File: config.mk
export PLATFORM = sky130hd
export DESIGN_NAME = synth_ratio_seq
export DESIGN_NICKNAME = d
export VERILOG_FILES = /design/src/rtl/rcfg_seq_pkg.sv /design/src/rtl/rcfg_ratio_check.sv /design/src/rtl/rcfg_span_ctr.sv /design/src/rtl/synth_ratio_seq.sv
export SDC_FILE = /design/constraint.sdc
export NUM_CORES = 1
export LEC_CHECK = 0
export BUFFER_PORTS_ARGS = -buffer_cell sky130_fd_sc_hd__buf_2
export CORE_MARGIN = 4
export CORE_UTILIZATION = 49
export DETAILED_ROUTE_END_ITERATION = 8
export GPL_ROUTABILITY_DRIVEN = 1
export PLACE_DENSITY = 0.84
export SETUP_SLACK_MARGIN = 0.05
export SYNTH_ARGS = -nofsm -noshare
export SYNTH_HDL_FRONTEND = slang
export SYNTH_SLANG_ARGS = --single-unit
File: constraint.sdc
create_clock -name clk -period 2.3 [get_ports clk]
set_input_delay 0.345 -clock clk [delete_from_list [all_inputs] [get_ports clk]]
set_output_delay 0.345 -clock clk [all_outputs]
set_load 0.05 [all_outputs]
File: src/rtl/rcfg_seq_pkg.sv
package rcfg_seq_pkg;

    typedef enum logic [3:0] {
        ST_IDLE,
        ST_PRE,
        ST_WR_MUL,
        ST_WT_MUL,
        ST_WR_DIV,
        ST_WT_DIV,
        ST_HOLD,
        ST_LOCK,
        ST_WR_PH,
        ST_WT_PH
    } seq_state_e;

endpackage

File: src/rtl/rcfg_ratio_check.sv
module rcfg_ratio_check #(
    parameter int unsigned MW      = 8,
    parameter int unsigned DW      = 8,
    parameter int unsigned DATAW   = 16,
    parameter int unsigned MUL_MIN = 2,
    parameter int unsigned MUL_MAX = 32,
    parameter int unsigned DIV_MIN = 1,
    parameter int unsigned DIV_MAX = 32
) (
    input  logic [MW-1:0]    mul_in,
    input  logic [DW-1:0]    div_in,
    output logic             legal,
    output logic [DATAW-1:0] mul_code,
    output logic [DATAW-1:0] div_code
);
    // zero is never a legal term, whatever the floor parameter says
    localparam int unsigned MUL_LO = (MUL_MIN == 0) ? 1 : MUL_MIN;
    localparam int unsigned DIV_LO = (DIV_MIN == 0) ? 1 : DIV_MIN;

    logic mul_ok;
    logic div_ok;

    always_comb begin
        mul_ok   = (32'(mul_in) >= MUL_LO) && (32'(mul_in) <= MUL_MAX);
        div_ok   = (32'(div_in) >= DIV_LO) && (32'(div_in) <= DIV_MAX);
        legal    = mul_ok && div_ok;
        mul_code = DATAW'(mul_in - MW'(1));
        div_code = DATAW'(div_in - DW'(1));
    end

endmodule

File: src/rtl/rcfg_span_ctr.sv
module rcfg_span_ctr #(
    parameter int unsigned LIMIT = 8
) (
    input  logic clk,
    input  logic rst_n,
    input  logic clr,
    input  logic run,
    output logic hit
);
    localparam int unsigned CW     = $clog2(LIMIT + 1);
    localparam logic [CW-1:0] LIM_M1 = CW'(LIMIT - 1);

    logic [CW-1:0] cnt_d;
    logic [CW-1:0] cnt_q;

    always_comb begin
        cnt_d = cnt_q;
        if (clr) begin
            cnt_d = '0;
        end else if (run && (cnt_q != LIM_M1)) begin
            cnt_d = cnt_q + CW'(1);
        end
        hit = (cnt_q == LIM_M1);
    end

    always_ff @(posedge clk or negedge rst_n) begin
        if (!rst_n) begin
            cnt_q <= '0;
        end else begin
            cnt_q <= cnt_d;
        end
    end

endmodule

File: src/rtl/synth_ratio_seq.sv
module synth_ratio_seq
    import rcfg_seq_pkg::*;
#(
    parameter int unsigned MW         = 8,
    parameter int unsigned DW         = 8,
    parameter int unsigned PHW        = 8,
    parameter int unsigned AW         = 7,
    parameter int unsigned DATAW      = 16,
    parameter int unsigned MUL_MIN    = 2,
    parameter int unsigned MUL_MAX    = 32,
    parameter int unsigned DIV_MIN    = 1,
    parameter int unsigned DIV_MAX    = 32,
    parameter int unsigned MUL_ADDR   = 'h50,
    parameter int unsigned DIV_ADDR   = 'h52,
    parameter int unsigned PHASE_ADDR = 'h55,
    parameter int unsigned RST_MIN    = 8,
    parameter int unsigned LOCK_TO    = 1000
) (
    input  logic             clk,
    input  logic             rst_n,
    input  logic             req_ratio,
    input  logic             req_phase,
    input  logic [MW-1:0]    mul_in,
    input  logic [DW-1:0]    div_in,
    input  logic [PHW-1:0]   phase_in,
    input  logic             port_rdy,
    input  logic             mgr_locked,
    output logic             port_en,
    output logic             port_we,
    output logic [AW-1:0]    port_addr,
    output logic [DATAW-1:0] port_wdata,
    output logic             mgr_rst,
    output logic             busy,
    output logic             done,
    output logic             err_range,
    output logic             err_lock
);
    localparam logic [AW-1:0] A_MUL = AW'(MUL_ADDR);
    localparam logic [AW-1:0] A_DIV = AW'(DIV_ADDR);
    localparam logic [AW-1:0] A_PH  = AW'(PHASE_ADDR);

    typedef struct packed {
        seq_state_e       st;
        logic [DATAW-1:0] mul_w;
        logic [DATAW-1:0] div_w;
        logic [DATAW-1:0] ph_w;
        logic             done;
        logic             err_range;
        logic             err_lock;
    } seq_t;

    seq_t             seq_d;
    seq_t             seq_q;
    logic             legal;
    logic [DATAW-1:0] mul_code;
    logic [DATAW-1:0] div_code;
    logic             rst_hit;
    logic             lock_hit;
    logic             win_clr;
    logic             lock_run;

    rcfg_ratio_check #(
        .MW(MW), .DW(DW), .DATAW(DATAW),
        .MUL_MIN(MUL_MIN), .MUL_MAX(MUL_MAX),
        .DIV_MIN(DIV_MIN), .DIV_MAX(DIV_MAX)
    ) u_check (
        .mul_in  (mul_in),
        .div_in  (div_in),
        .legal   (legal),
        .mul_code(mul_code),
        .div_code(div_code)
    );

    // counts reset-high cycles from the first one
    rcfg_span_ctr #(.LIMIT(RST_MIN)) u_rst_win (
        .clk  (clk),
        .rst_n(rst_n),
        .clr  (win_clr),
        .run  (mgr_rst),
        .hit  (rst_hit)
    );

    // counts cycles spent waiting for lock
    rcfg_span_ctr #(.LIMIT(LOCK_TO)) u_lock_win (
        .clk  (clk),
        .rst_n(rst_n),
        .clr  (!lock_run),
        .run  (lock_run),
        .hit  (lock_hit)
    );

    always_comb begin
        win_clr  = (seq_q.st == ST_IDLE);
        lock_run = (seq_q.st == ST_LOCK);
        mgr_rst  = seq_q.st inside {ST_PRE, ST_WR_MUL, ST_WT_MUL,
                                    ST_WR_DIV, ST_WT_DIV, ST_HOLD};
        busy      = (seq_q.st != ST_IDLE);
        done      = seq_q.done;
        err_range = seq_q.err_range;
        err_lock  = seq_q.err_lock;

        port_en    = 1'b0;
        port_addr  = '0;
        port_wdata = '0;
        unique case (seq_q.st)
            ST_WR_MUL: begin
                port_en    = 1'b1;
                port_addr  = A_MUL;
                port_wdata = seq_q.mul_w;
            end
            ST_WR_DIV: begin
                port_en    = 1'b1;
                port_addr  = A_DIV;
                port_wdata = seq_q.div_w;
            end
            ST_WR_PH: begin
                port_en    = 1'b1;
                port_addr  = A_PH;
                port_wdata = seq_q.ph_w;
            end
            default: ;
        endcase
        port_we = port_en;
    end

    always_comb begin
        seq_d           = seq_q;
        seq_d.done      = 1'b0;
        seq_d.err_range = 1'b0;
        seq_d.err_lock  = 1'b0;
        unique case (seq_q.st)
            ST_IDLE: begin
                if (req_ratio) begin
                    if (legal) begin
                        seq_d.mul_w = mul_code;
                        seq_d.div_w = div_code;
                        seq_d.st    = ST_PRE;
                    end else begin
                        seq_d.err_range = 1'b1;
                    end
                end else if (req_phase) begin
                    seq_d.ph_w = DATAW'(phase_in);
                    seq_d.st   = ST_WR_PH;
                end
            end
            ST_PRE:    seq_d.st = ST_WR_MUL;
            ST_WR_MUL: seq_d.st = ST_WT_MUL;
            ST_WT_MUL: if (port_rdy) seq_d.st = ST_WR_DIV;
            ST_WR_DIV: seq_d.st = ST_WT_DIV;
            ST_WT_DIV: if (port_rdy) seq_d.st = ST_HOLD;
            ST_HOLD:   if (rst_hit) seq_d.st = ST_LOCK;
            ST_LOCK: begin
                if (mgr_locked) begin
                    seq_d.st   = ST_IDLE;
                    seq_d.done = 1'b1;
                end else if (lock_hit) begin
                    seq_d.st       = ST_IDLE;
                    seq_d.err_lock = 1'b1;
                end
            end
            ST_WR_PH:  seq_d.st = ST_WT_PH;
            ST_WT_PH: begin
                if (port_rdy) begin
                    seq_d.st   = ST_IDLE;
                    seq_d.done = 1'b1;
                end
            end
            default:   seq_d.st = ST_IDLE;
        endcase
    end

    always_ff @(posedge clk or negedge rst_n) begin
        if (!rst_n) begin
            seq_q <= '0;
        end else begin
            seq_q <= seq_d;
        end
    end

endmodule

==> results.toml <==
[pwr]
sequential_share_of_power_pct = 30.7
combinationalPowerShare_pct = 50.4
vdd_ir_drop_max_v = 0.00101
switching_share_pct = 44.8
design_internal_power_mw = 2.17
p_clk_share_pct = 18.9
power_leakage_nw = 1.58
switchingPower_mw = 1.76
power.density_cell_area_mw_per_mm2 = 1180

[synth]
synth_area_mm2 = 0.00267
post_synth_inst_count = 279
synth_cell_types = 48
sequential_area_share_after_synthesis_pct = 44.1
synth_top_family_by_area = "simple AND/OR/NAND/NOR gates"
yosys_register_bits = 47
simple_gate_share_of_the_synthesized_area_pct = 23.3
synth_adder_area_share_pct = 3.28
synth-async-reset-ratio_pct = 100
synth_mux_area_share_pct = 6.19
main_flop_type_after_synthesis = "dfrtp_1"
synth-edff-count = 0
ys.warnings.count = 0
synth-compound-area-share_pct = 10.5
post_synth.cell_area_avg_um2 = 9.56
synth-xor-area-share_pct = 6.24

[route]
avgViaCountPerCell = 5.52
ant_nets = 0
drt_first_pass_iters = 4
drt-total-wl_mm = 6.45
drt_first_iter_violations = 134
wl_per_cell_um = 15.6
num_vias = 2286
remaining_drc_errors = 0

[die]
floorplan.die_area_mm2 = 0.00669
dieHeight_um = 81.8
core_mm2 = 0.00520
core.rowCount = 26
floorplan.io_pins = 60
start_util_pct = 51.2
chipWidth_um = 81.8

[clock_network]
clk_pin_slew_worst_paths_ns = 0.09
cts_hold_buf = 0
cts.root.buffer_cell = "clkbuf_8"
clock-sinks = 47
clockBufferDepth = 2
worst_skew_pair.late_latency_ns = 0.31
htree_num_levels = 2
cts_buffers = 5
cts_tree = "built"

[worst_setup_path]
timing.reg2reg.worst_path_depth = 6
startpoint_type = "flip-flop"
total_number_of_cells_along_the_worst_setup_path = 5
most_frequent_cp_cell = "buf_4"
crit_family = "buffers and inverters"
path_class = "flip-flop to primary output"
crit_slowest_cell = "dfrtp_1"
crit_buf_inv = 3
critical_path.reg2reg.endpoint = "seq_q[49]"
crit_chain = "buf_4, nor4b_2, buf_4, a22o_4, clkbuf_4"
reg2reg_setup_slack_ns = 0.15
critical_path.reg2reg.startpoint = "seq_q[54]"
cp-end-kind = "primary output"
wp_data_required_ns = 1.96
worst_setup_path_startpoint = "seq_q[51]"
critPathArrivalTime_ns = 1.83
critical_path.endpoint = "port_wdata[12]"
cpPeakStageDelay_ns = 0.42
worstPathMaxFanout = 17

[timing]
fin_worst_skew_ns = 0.0102
count_of_pins_over_their_slew_limit = 0
period_minus_slack_ns = 2.18
post-route-worst-setup-slack_ns = 0.124
tightestPinTransition_ns = 0.594
timing.final.hold_violations = 0
timing.fmax_ghz = 0.460
timing.max_slew.rel_slack_pct = 60.4
final.period_utilization_pct = 94.6
final-setup-viol-count = 0
unrepaired_setup_endpoints_after_global_routing = "true"

[hold_path]
hold_class = "input pin to async pin"

[global_route]
grt_start_max_net_pins = 48
grt_usage_pct = 19.9
first_global_vias = 2177
grt_pass1_wl_mm = 10.1
global_route.overflow_total = 0
grt_antenna_before_repair = 0

[placed_design]
hpwlAfterDp_mm = 4.69
io_buffers = 57
worst_slack_placed_ns = 0.0141
globalplace.congestion = 0.900
placed_cells = 400

[final_layout]
insertedDiodeCount = 0
most_common_library_cell_in_the_layout_ignoring_fill_and_taps = "dfrtp_1"
nets = 380
syn_to_final_growth_pct = 25.0
drive_above_1_share_pct = 33.4
core_occupancy_in_the_finished_layout_pct = 64.1
layout.cells.non_filler = 414
layout.cells.most_common_list = "45 x dfrtp_1, 42 x buf_2, 41 x nor2_1, 23 x nand2_1, 19 x buf_4"

[run]
timing.max_cap.violations = 0

[run_status]
status = "finished clean"
stage by stage:
stage	TNS [ns]	instance area [um^2]	total power, mW	hold slack [ns]
final	0	3340	3.93	0.125
after global routing	0	3340	4.12	0.166
after CTS	0	3270	3.86	0.136
after detailed placement	0	3100	3.06	0.474
after global placement	0	3100	3.02	0.463
after floorplan	-0.576	2770	2.73	0.0494
layout make-up:
cell class                 count  area [um^2]
fill                         432         1870
multi-input combinational    203         1390
sequential                    47         1180
timing repair buffer          78          505
tap                           70         87.6
clock inverter                 3         71.3
clock buffer                   5         68.8
inverter                       8         30.0
flip-flops by register name, indices dropped and copies added, names as in the netlist:
name              cells
done                  1
err_range             1
seq_q                30
err_lock              1
u_lock_win.cnt_q     10
u_rst_win.cnt_q       4
how the worst min path moves through the flow:
stage                      from             endpoint  slack [ns]  cells after the start
after detailed placement  rst_n  u_lock_win.cnt_q[7]        0.47                      2
final                     rst_n            seq_q[19]        0.12                      2
after global routing      rst_n  u_lock_win.cnt_q[6]        0.17                      2
after global placement    rst_n  u_lock_win.cnt_q[7]        0.46                      2
after CTS                 rst_n            seq_q[52]        0.14                      2
after floorplan           rst_n                 done        0.05                      0
per-layer routing:
layer | GRT usage [%] | part of all wire, % | vias up | wire length, um
li1 | - | - | 1091 | -
met1 | 24.9 | 43 | 1122 | 2790
met2 | 33.0 | 50 | 62 | 3240
met3 | 4.93 | 4.8 | 11 | 311
met4 | 7.81 | 1.8 | 0 | 118
met5 | 0 | 0 | - | 0
power by group through the flow:
stage / Combinational, mW / Sequential (mW) / Clock, mW
finish: 1.98 / 1.20 / 0.742
global route: 2.10 / 1.23 / 0.789
CTS: 1.91 / 1.20 / 0.755
detailed placement: 1.85 / 1.22 / 0
global placement: 1.81 / 1.21 / 0
floorplan: 1.55 / 1.18 / 0
synth_stat cells (6+ instances only):
cell	n	area share, %
nor3_1	8	1.5
nor2_1	41	5.8
mux2_2	10	4.2
a22oi_1	8	2.3
o21ai_0	6	1.1
xnor2_1	10	3.3
ha_1	7	3.3
nand2_1	30	4.2
a21oi_1	12	2.3
dfrtp_1	47	44
inv_1	8	1.1
buf_4	13	3.7
xor2_1	9	3.0
what timing repair did:
item | CTS | global route
gates resized for setup | 1 | 17
buffers inserted | 3 | 3
endpoints found under the setup margin | 18 | 18
gates cloned | 0 | 0
logic make-up (layout without fill, tap and decap cells):
logic type,after synthesis,after routing
adder cells (fa/ha/maj),7,7
XOR/XNOR,19,19
buffers and inverters,30,94
flip-flops,47,47
AND/OR/NAND/NOR,119,119
other,1,2
multiplexers,15,15
AO/OA/AOI/OAI,41,41
worst register-to-register path: stages, from the launching register on:
cell     delay (ns)
dfrtp_2        0.46
buf_4          0.16
nor4_4         0.31
nand2_1        0.19
nor4b_4        0.40
buf_12         0.20
mux2_2         0.34
Note: power is estimated with default switching activity, not from simulation.
